<file path="src/rtl/hrgbw_pkg.sv">
package hrgbw_pkg;

  typedef enum logic [1:0] {
    LVL_ZERO = 2'd0,
    LVL_FULL = 2'd1,
    LVL_RISE = 2'd2,
    LVL_FALL = 2'd3
  } lvl_mode_e;

  localparam int COL_RED   = 0;
  localparam int COL_GREEN = 1;
  localparam int COL_BLUE  = 2;
  localparam int NUM_COL   = 3;

  // sector-to-level table for one colour; codes 6 and 7 give zero
  function automatic lvl_mode_e mode_for(input int col, input logic [2:0] sec);
    lvl_mode_e m;
    m = LVL_ZERO;
    case (col)
      COL_RED: begin
        case (sec)
          3'd0, 3'd5: m = LVL_FULL;
          3'd1:       m = LVL_FALL;
          3'd4:       m = LVL_RISE;
          default:    m = LVL_ZERO;
        endcase
      end
      COL_GREEN: begin
        case (sec)
          3'd3, 3'd4: m = LVL_FULL;
          3'd2:       m = LVL_RISE;
          3'd5:       m = LVL_FALL;
          default:    m = LVL_ZERO;
        endcase
      end
      default: begin
        case (sec)
          3'd1, 3'd2: m = LVL_FULL;
          3'd0:       m = LVL_RISE;
          3'd3:       m = LVL_FALL;
          default:    m = LVL_ZERO;
        endcase
      end
    endcase
    return m;
  endfunction

endpackage

</file>
<file path="src/rtl/hrgbw_split.sv">
module hrgbw_split #(
  parameter int BITS = 12,
  parameter int SEC_W = 3,
  localparam int HUE_W = BITS + SEC_W
) (
  input  logic [HUE_W-1:0] hue,
  output logic [SEC_W-1:0] sector,
  output logic [BITS-1:0]  pos
);
  assign sector = hue[HUE_W-1:BITS];
  assign pos    = hue[BITS-1:0];
endmodule

</file>
<file path="src/rtl/hrgbw_ramp.sv">
module hrgbw_ramp
  import hrgbw_pkg::*;
#(
  parameter int BITS = 12
) (
  input  lvl_mode_e       mode,
  input  logic [BITS-1:0] pos,
  output logic [BITS-1:0] level
);
  localparam logic [BITS-1:0] FULL = {BITS{1'b1}};

  always_comb begin
    case (mode)
      LVL_FULL: level = FULL;
      LVL_RISE: level = pos;
      LVL_FALL: level = FULL - pos;
      default:  level = '0;
    endcase
  end
endmodule

</file>
<file path="src/rtl/hrgbw_outreg.sv">
module hrgbw_outreg #(
  parameter int DATA_W = 48,
  parameter int BASE_W = 5
) (
  input  logic              clk,
  input  logic              rst,
  input  logic              load,
  input  logic [DATA_W-1:0] d_data,
  input  logic [BASE_W-1:0] d_base,
  output logic              q_valid,
  output logic [DATA_W-1:0] q_data,
  output logic [BASE_W-1:0] q_base
);
  always_ff @(posedge clk) begin
    if (rst) begin
      q_valid <= 1'b0;
      q_data  <= '0;
      q_base  <= '0;
    end else begin
      q_valid <= load;
      if (load) begin
        q_data <= d_data;
        q_base <= d_base;
      end
    end
  end
endmodule

</file>
<file path="src/rtl/hrgbw_conv.sv">
module hrgbw_conv
  import hrgbw_pkg::*;
#(
  parameter int BITS   = 12,
  parameter int LAMP_W = 3,
  localparam int SEC_W  = 3,
  localparam int HUE_W  = BITS + SEC_W,
  localparam int SLOTS  = 4,
  localparam int DATA_W = SLOTS * BITS,
  localparam int BASE_W = LAMP_W + 2
) (
  input  logic              clk,
  input  logic              rst,
  input  logic              in_valid,
  input  logic [HUE_W-1:0]  in_hue,
  input  logic [BITS-1:0]   in_white,
  input  logic [LAMP_W-1:0] in_lamp,
  output logic              out_valid,
  output logic [DATA_W-1:0] out_chan,
  output logic [BASE_W-1:0] out_base
);
  logic [SEC_W-1:0] sector;
  logic [BITS-1:0]  pos;
  logic [BITS-1:0]  col_lvl [NUM_COL];
  logic [DATA_W-1:0] packed_next;
  logic [BASE_W-1:0] base_next;

  hrgbw_split #(.BITS(BITS), .SEC_W(SEC_W)) u_split (
    .hue(in_hue), .sector(sector), .pos(pos)
  );

  for (genvar c = 0; c < NUM_COL; c++) begin : g_col
    lvl_mode_e mode;
    assign mode = mode_for(c, sector);
    hrgbw_ramp #(.BITS(BITS)) u_ramp (
      .mode(mode), .pos(pos), .level(col_lvl[c])
    );
    // slot 0 is white, colours follow in slots 1..3
    assign packed_next[BITS*(c+1) +: BITS] = col_lvl[c];
  end

  assign packed_next[BITS-1:0] = in_white;
  assign base_next = {in_lamp, 2'b00};

  hrgbw_outreg #(.DATA_W(DATA_W), .BASE_W(BASE_W)) u_reg (
    .clk(clk), .rst(rst), .load(in_valid),
    .d_data(packed_next), .d_base(base_next),
    .q_valid(out_valid), .q_data(out_chan), .q_base(out_base)
  );
endmodule

</file>
<file path="config.mk">
export PLATFORM = sky130hd
export DESIGN_NAME = hrgbw_conv
export DESIGN_NICKNAME = d
export VERILOG_FILES = /design/src/rtl/hrgbw_pkg.sv /design/src/rtl/hrgbw_split.sv /design/src/rtl/hrgbw_ramp.sv /design/src/rtl/hrgbw_outreg.sv /design/src/rtl/hrgbw_conv.sv
export SDC_FILE = /design/constraint.sdc
export NUM_CORES = 1
export LEC_CHECK = 0
export ABC_AREA = 1
export BUFFER_PORTS_ARGS = -buffer_cell sky130_fd_sc_hd__buf_2
export CAP_MARGIN = 10
export CELL_PAD_IN_SITES_DETAIL_PLACEMENT = 0
export CELL_PAD_IN_SITES_GLOBAL_PLACEMENT = 1
export CORE_ASPECT_RATIO = 1.1
export CORE_UTILIZATION = 28
export CTS_BUF_LIST = sky130_fd_sc_hd__clkbuf_16
export CTS_CLUSTER_SIZE = 28
export DETAILED_ROUTE_END_ITERATION = 8
export HOLD_SLACK_MARGIN = 0.15
export PLACE_DENSITY = 0.78
export REMOVE_ABC_BUFFERS = 1
export SKIP_CTS_REPAIR_TIMING = 1
export SYNTH_ARGS = -nofsm -noshare
export SYNTH_HDL_FRONTEND = slang
export SYNTH_SLANG_ARGS = --single-unit
</file>
<file path="constraint.sdc">
create_clock -name clk -period 1.2 [get_ports clk]
set_clock_uncertainty 0.2 [all_clocks]
set_input_delay 0.12 -clock clk [delete_from_list [all_inputs] [get_ports clk]]
set_output_delay 0.12 -clock clk [all_outputs]
set_load 0.02 [all_outputs]
</file>
==> run summary, run 1 <==
The critical path in this run is classified as reg2out. The die covers 8740 um2. The sequential cells in the finished layout cover a total of 1041 um2. The initial antenna violation count was 0. The smallest clock period supported by the final layout is computed as 1.144 ns. For this block, the via count after detailed routing is 2596.

The number of synthesized flops with an enable pin was 0. Summed over all cells, the static leakage comes to 0.001628 uW. In the final routed layout, each cell accounts on average for 13.11 um. Entering global routing, the biggest net connects 31 pins.

Summed over all layers, the routed wires come to 7344 um. Adding up every negative setup slack in the final design gives 0 ns. Among all stages on the critical path, the largest delay is contributed by sky130_fd_sc_hd__dfxtp_1. The antenna diode count is 0. For the count of nets after finishing, the log shows 484. The critical path goes through buf_2.

The worst path meets setup with 0.05609 ns of slack. The initial cell density of the core was 0.2930. The logs give 0.34 ns for the register-to-register setup slack and 7998 um2 for the core box area.

The path class of the tightest hold or removal check is in2reg. The post-route cell area came out at 3371 um2. The final-layout worst hold slack was -0.01216 ns; the max-slew violation count was 0. For this run, the slowest stage of the critical path takes 0.35 ns. The final critical-path share of the clock period is 0.9533. The tools report the count of distinct cell types in the synthesized netlist as 16.

The tools report the clock root buffer as sky130_fd_sc_hd__clkbuf_16. Relative to the synthesized area, the layout overhead comes to 43.83%. The vias per cell is 4.636. Counting every sink on the clock net gives 52. Once detail routing completed, the nets flagged for antenna violations numbered 0. Data on the critical path is required at its endpoint by 0.88 ns. The die width came out at 89.23 um. The logs give 894 for the count of fill cells added during filler insertion and 0.7830 for the global placement routability congestion. The global routing usage summed across all routing layers is 0.1619, and the power density over the cells is 1303 nW/um2. The fraction of layout instances using a drive strength above 1 came out at 0.2876.

The run finished, with violations left. The first detailed-routing pass took 5 iterations. The run gives 93 as the number of violations reported at the end of detailed-routing iteration 0. After technology mapping, the gate count stands at 337. The total overflow left after global routing is 0. The checks that failed: negative hold slack.

Data arrives at the worst endpoint at 0.82 ns. The run gives 0.29 ns as the insertion delay to the later sink of the worst-skew pair. The logs give 0 for the number of DRC violations after detailed routing and 2218 for the via count of the first global-routing pass.

The count of endpoints failing hold in the final timing report was 3. Counting the buffers created by CTS gives 5. The first global-routing pass estimated 10850 um of wire.

The run gives 0.6450 as the max-slew headroom at the worst pin. The die is 97.95 um tall. The launching element type of the critical path was a register. Grouping stages by cell kind, the critical path spends the most delay in flip-flops. The run gives -0.3438 ns as the worst setup timing slack at the placement stage.

The core utilization of the finished layout was 0.4215. The H-tree was split into 2 levels. The boundary pin count is 87. The maximum buffer depth of the clock tree came out at 2. After detailed placement, the total cell area comes to 2950 um2.

For the number of setup violations in the final report, the log shows 0. The register area share after synthesis was 0.4442. The detailed placer's ending HPWL is 4912 um. TritonCTS built the clock tree. Number of buffers and inverters on the critical path: 1. IR analysis of the VDD net gives a maximum drop of 0.5272 mV. The worst setup path is captured at an output port. Dividing the synthesized area by the synthesized cell count gives 6.954 um2. The clock-pin slew on the worst setup and hold paths is 0.07 ns.

The number of rows in the core area was 34; the area used by multi-input combinational logic was 1100 um2. For the number of warnings printed during yosys synthesis, the log shows 0. Along the worst path, the maximum fanout reaches 2. Max-cap violations in this run came to 0. The dominant synthesized flop cell was sky130_fd_sc_hd__dfxtp_1. Fraction of registers with async set/reset: 0. The cell area that synthesis handed to floorplanning was 2343 um2.

The number of input and output port buffers inserted is 84, and the total of flip-flops plus latches after synthesis is 52. At the pin with the least slew margin, the transition time is 0.5319 ns. Based on the critical path, the design can be clocked at up to 874.2 MHz.
[metal layers]
metal | part of all wire | up-vias | track usage
met4 | 0.0095 | 0 | 0.04640
li1 | - | 1315 | -
met2 | 0.45 | 108 | 0.2631
met1 | 0.46 | 1166 | 0.2096
met5 | 0 | - | 0
met3 | 0.075 | 7 | 0.04142
[flip-flops by register name (all words and copies together), names as in the netlist]
signal,count
u_reg.q_base,3
u_reg.q_data,48
u_reg.q_valid,1
[synth_stat cells (2+ instances only)]
cell type                  count  share of area
sky130_fd_sc_hd__nand2_1      88           0.14
sky130_fd_sc_hd__dfxtp_1      52           0.44
sky130_fd_sc_hd__nand3_1      51           0.11
sky130_fd_sc_hd__nor2_1       33          0.053
sky130_fd_sc_hd__o21ai_0      28          0.060
sky130_fd_sc_hd__a21oi_1      26          0.056
sky130_fd_sc_hd__inv_1        18          0.029
sky130_fd_sc_hd__buf_2        11          0.023
sky130_fd_sc_hd__a21oi_2      10          0.037
sky130_fd_sc_hd__clkbuf_1     10          0.016
sky130_fd_sc_hd__buf_4         3         0.0096
sky130_fd_sc_hd__buf_6         2         0.0096
sky130_fd_sc_hd__nor2_2        2         0.0053
[per-stage QoR]
stage                     total power [uW]  std cells
after floorplan                       2350        312
after global placement                2724        527
after detailed placement              2734        527
after CTS                             4351        535
after global routing                  4613        560
final                                 4392        560
[kinds of logic (layout without fill, tap and decap cells)]
logic type             count (synthesis)  in the layout  synth area share
AO/OA/AOI/OAI                         64             64            0.1527
buffers and inverters                 45            159           0.08916
flip-flops                            52             52            0.4442
other                                  1              2          0.001600
AND/OR/NAND/NOR                      175            175            0.3123
[power by group]
part | switching (uW) | internal (uW) | total (uW)
clock | 654 | 981 | 1640
combinational | 529 | 336 | 865
sequential | 52.9 | 1840 | 1890
[cell type report]
type / instances / area share
Multi-Input combinational cell: 241 / 0.3263
Sequential cell: 52 / 0.3088
Timing Repair Buffer: 132 / 0.2539
Tap cell: 108 / 0.04009
Clock buffer: 5 / 0.03712
Inverter: 19 / 0.02116
Clock inverter: 3 / 0.01262
[placed cells by master, fill, tap and decap left out]
master,netlist,final
sky130_fd_sc_hd__a21oi_1,26,26
sky130_fd_sc_hd__nand3_2,1,1
sky130_fd_sc_hd__buf_4,3,22
sky130_fd_sc_hd__buf_12,0,1
sky130_fd_sc_hd__inv_2,1,1
sky130_fd_sc_hd__bufinv_16,0,1
sky130_fd_sc_hd__inv_1,18,18
sky130_fd_sc_hd__dfxtp_1,52,52
sky130_fd_sc_hd__o21ai_0,28,28
sky130_fd_sc_hd__nand2_1,88,88
sky130_fd_sc_hd__clkinv_2,0,1
sky130_fd_sc_hd__buf_2,11,84
sky130_fd_sc_hd__dlygate4sd3_1,0,25
sky130_fd_sc_hd__nand3_1,51,51
sky130_fd_sc_hd__nor2_1,33,32
sky130_fd_sc_hd__a21oi_2,10,10
sky130_fd_sc_hd__clkbuf_16,0,5
sky130_fd_sc_hd__conb_1,1,2
sky130_fd_sc_hd__clkinvlp_4,0,1
sky130_fd_sc_hd__nor2_2,2,3
[path summary, 6_finish.rpt]
| kind | startpoint | endpoint | cells after the start |
|---|---|---|---|
| max | u_reg.q_data[19]$_SDFFE_PP0P_ | out_chan[19] | 1 |
| max reg2reg | u_reg.q_data[34]$_SDFFE_PP0P_ | u_reg.q_data[34]$_SDFFE_PP0P_ | 2 |
| min reg2reg | u_reg.q_data[37]$_SDFFE_PP0P_ | u_reg.q_data[37]$_SDFFE_PP0P_ | 2 |
| min | in_hue[3] | u_reg.q_data[15]$_SDFFE_PP0P_ | 4 |
No activity file was read; power rests on OpenSTA's default activity.
==> run 2, diff against run 1 <==
Settings changed: CORE_ASPECT_RATIO 1.1 to default.
==> run 2 against run 1 <==
The run still ends with negative hold slack left; hold slack got worse by 0.030 ns; first-iteration DRC count rose by 40%; utilization fell by 1.3 points; via count fell by 1.3%; flip-flop and latch count did not move; combinational power fell by 0.7%; clock power fell by 16%; setup slack got worse by 0.033 ns; sequential share of layout area rose by 0.30 points; fmax fell by 2.8%; non-clock buffer count did not move; critical path type is now in2reg; critical endpoint is now u_reg.q_data[27]$_SDFFE_PP0P_; largest power group unchanged; highest routed layer unchanged.
==> run summary, run 2 (same netlist as run 1, synthesis figures left out) <==
The tools report the max-slew violation count as 0 (unchanged). Most flop-heavy register: u_reg.q_data (unchanged). Synthesis-to-layout area growth: 42.45% (was 43.83%).

The initial antenna violation count is 0 (unchanged), and the number of rows in the core area is 33 (was 34). The flow ran to the end, but the final reports show violations. The logs give 0.6352 (was 0.6450) for the max-slew headroom at the worst pin and 0 (unchanged) for the total congestion overflow after global routing. The start-to-end type of the worst setup path is in2reg (was reg2out). Final-layout worst hold slack: -0.04186 ns (was -0.01216 ns).

The run gives 2562 (was 2596) as the overall via count from detail_route. For the antenna diode count, the log shows 0 (unchanged). Leading cell type in the layout, fill and taps excluded: sky130_fd_sc_hd__nand2_1 (unchanged).

The run gives 1.23 ns (was 0.88 ns) as the required time of the critical path. The number of input and output port buffers inserted was 84 (unchanged); the combinational group share of total power was 0.208 (was 0.197). Violated checks: negative hold slack (unchanged).

For the maximum buffer depth of the clock tree, the log shows 2 (unchanged). The final critical-path required period came out at 1.177 ns (was 1.144 ns). The post-route non-filler standard cell count was 557 (was 560).

TritonCTS built the clock tree. The die width works out to 93.49 um (was 89.23 um). The final critical-path share of the clock period works out to 0.9810 (was 0.9533). The die area came out at 8739 um2 (was 8740 um2). The leakage dissipation is 0.001620 uW (was 0.001628 uW). The largest net degree at the start of global routing is 31 (unchanged), and the internal power contribution is 2935 uW (was 3156 uW). The largest voltage drop on the vdd net came out at 0.6311 mV (was 0.5272 mV). The remaining antenna violation count is 0 (unchanged).

The worst min-delay path class was in2reg (unchanged). The number of violations reported at the end of detailed-routing iteration 0 is 130 (was 93), and the fraction of layout instances using a drive strength above 1 is 0.2854 (was 0.2876). The number of flip-flops under the largest register name was 48 (unchanged); the die outline height was 93.49 um (was 97.95 um). The tools report the endpoint arrival time on the critical path as 1.20 ns (was 0.82 ns).

The launching element type of the critical path is an input port (was a register). Final routed wirelength across all metal layers: 7087 um (was 7344 um). The pin slew with the least headroom to its limit was 0.5466 ns (was 0.5319 ns); the detailed placer's ending HPWL was 4874 um (was 4912 um). For the number of clock sinks, the log shows 52 (unchanged). The fraction of power consumed by sequential logic is 0.459 (was 0.431). The power density over the cells came out at 1235 nW/um2 (was 1303 nW/um2). The run gives 2307 (was 2218) as the via count of the first global-routing pass. Total instance count after detailed placement: 524 (was 527). The global routing usage summed across all routing layers is 0.1641 (was 0.1619). The number of DRC violations after detailed routing was 0 (unchanged); the power dissipated by switching net loads was 1189 uW (was 1236 uW). The count of nets after finishing was 484 (unchanged); the number of buffers created by CTS was 5 (unchanged). Registers with the highest flip-flop counts: u_reg.q_data (48), u_reg.q_base (3), u_reg.q_valid (1) (unchanged). The initial cell density of the core is 0.2867 (was 0.2930). H-tree depth reported by CTS: 2 (unchanged). The category of the worst setup path capture point was a register (was an output port).

The clock root buffer was sky130_fd_sc_hd__clkbuf_16 (unchanged). The count of endpoints failing hold in the final timing report is 5 (was 3), and the count of maximum capacitance violations is 0 (unchanged). The run gives 0.28 ns (was 0.29 ns) as the insertion delay to the later sink of the worst-skew pair. The tools report the share of power burned in the clock network as 0.333 (was 0.372). Detailed-routing iteration count for the pre-antenna-repair pass: 4 (was 5). The global placement routability congestion came out at 0.7752 (was 0.7830). The number of setup violations in the final report was 0 (unchanged); the wire length of the first global-routing pass was 11260 um (was 10850 um). For the boundary pin count, the log shows 87 (unchanged). The clock-pin slew on the worst setup and hold paths works out to 0.07 ns (about the same).

The switching share of power was 0.2883 (was 0.2815); the maximum fanout encountered on the critical timing path was 4 (was 2). Top library cells by usage in the layout, fill and taps aside: sky130_fd_sc_hd__nand2_1 (88), sky130_fd_sc_hd__buf_2 (84), sky130_fd_sc_hd__dfxtp_1 (52), sky130_fd_sc_hd__nand3_1 (51), sky130_fd_sc_hd__nor2_1 (32) (unchanged). The top achievable clock speed was 849.5 MHz (was 874.2 MHz); the core box area was 8175 um2 (was 7998 um2). The vias per cell came out at 4.600 (was 4.636). Core utilization of the finished layout: 0.4083 (was 0.4215). The routed wire length per instance is 12.72 um (was 13.11 um).
-- run 2: cell types whose count changed in the layout (fill, tap and decap cells not counted), sizes merged --
| cell | change |
|---|---|
| clkinv | +2 |
| bufinv | -1 |
| clkinvlp | -1 |
-- run 2: final timing paths --
path / startpoint / to / slack, ns / depth (start not counted)
max: in_hue[3] / u_reg.q_data[27]$_SDFFE_PP0P_ / 0.02 / 7
max reg2reg: u_reg.q_data[27]$_SDFFE_PP0P_ / u_reg.q_data[27]$_SDFFE_PP0P_ / 0.30 / 2
min reg2reg: u_reg.q_data[44]$_SDFFE_PP0P_ / u_reg.q_data[44]$_SDFFE_PP0P_ / 0.26 / 2
min: in_hue[5] / u_reg.q_data[29]$_SDFFE_PP0P_ / -0.04 / 4
-- run 2: per-stage QoR --
stage	cell area, um2	hold slack (ns)	setup TNS (ns)	setup slack [ns]	total power (uW)
floorplan	2210	-0.01093	-13.86	-0.6189	2350
global placement	2947	0.1464	-6.516	-0.3721	2724
detailed placement	2947	0.1505	-7.030	-0.4018	2733
CTS	3085	-0.1463	-0.9746	-0.1068	4114
global route	3338	0.01189	-0.007604	-0.007604	4348
finish	3338	-0.04186	0	0.02285	4123
-- run 2: per-layer routing --
layer | vias to the layer above | global-route usage | part of all wire
met3 | 5 | 0.03577 | 0.069
met2 | 92 | 0.2653 | 0.45
met4 | 0 | 0.04103 | 0.0052
li1 | 1316 | - | -
met5 | - | 0 | 0
met1 | 1149 | 0.2208 | 0.48
-- run 2: critical path: stages --
cell,delay (ns)
sky130_fd_sc_hd__dlygate4sd3_1,0.53
sky130_fd_sc_hd__buf_2,0.14
sky130_fd_sc_hd__inv_1,0.11
sky130_fd_sc_hd__nand3_1,0.08
sky130_fd_sc_hd__nand2_1,0.07
sky130_fd_sc_hd__nand2_1,0.06
sky130_fd_sc_hd__a21oi_2,0.10
-- run 2: layout make-up --
class                      count  area (um2)
inverter                      19       71.32
multi-input combinational    241        1100
timing repair buffer         132       855.8
clock buffer                   5       125.1
sequential                    52        1041
fill                         855        4837
clock inverter                 3       13.76
tap                          105       131.4
-- run 2: power by group through the flow --
stage	clock network [uW]	logic, uW	registers [uW]
after floorplan	0	280	2070
after global placement	0	793	1930
after detailed placement	0	801	1930
after CTS	1420	804	1890
after global routing	1490	951	1900
final	1370	859	1890
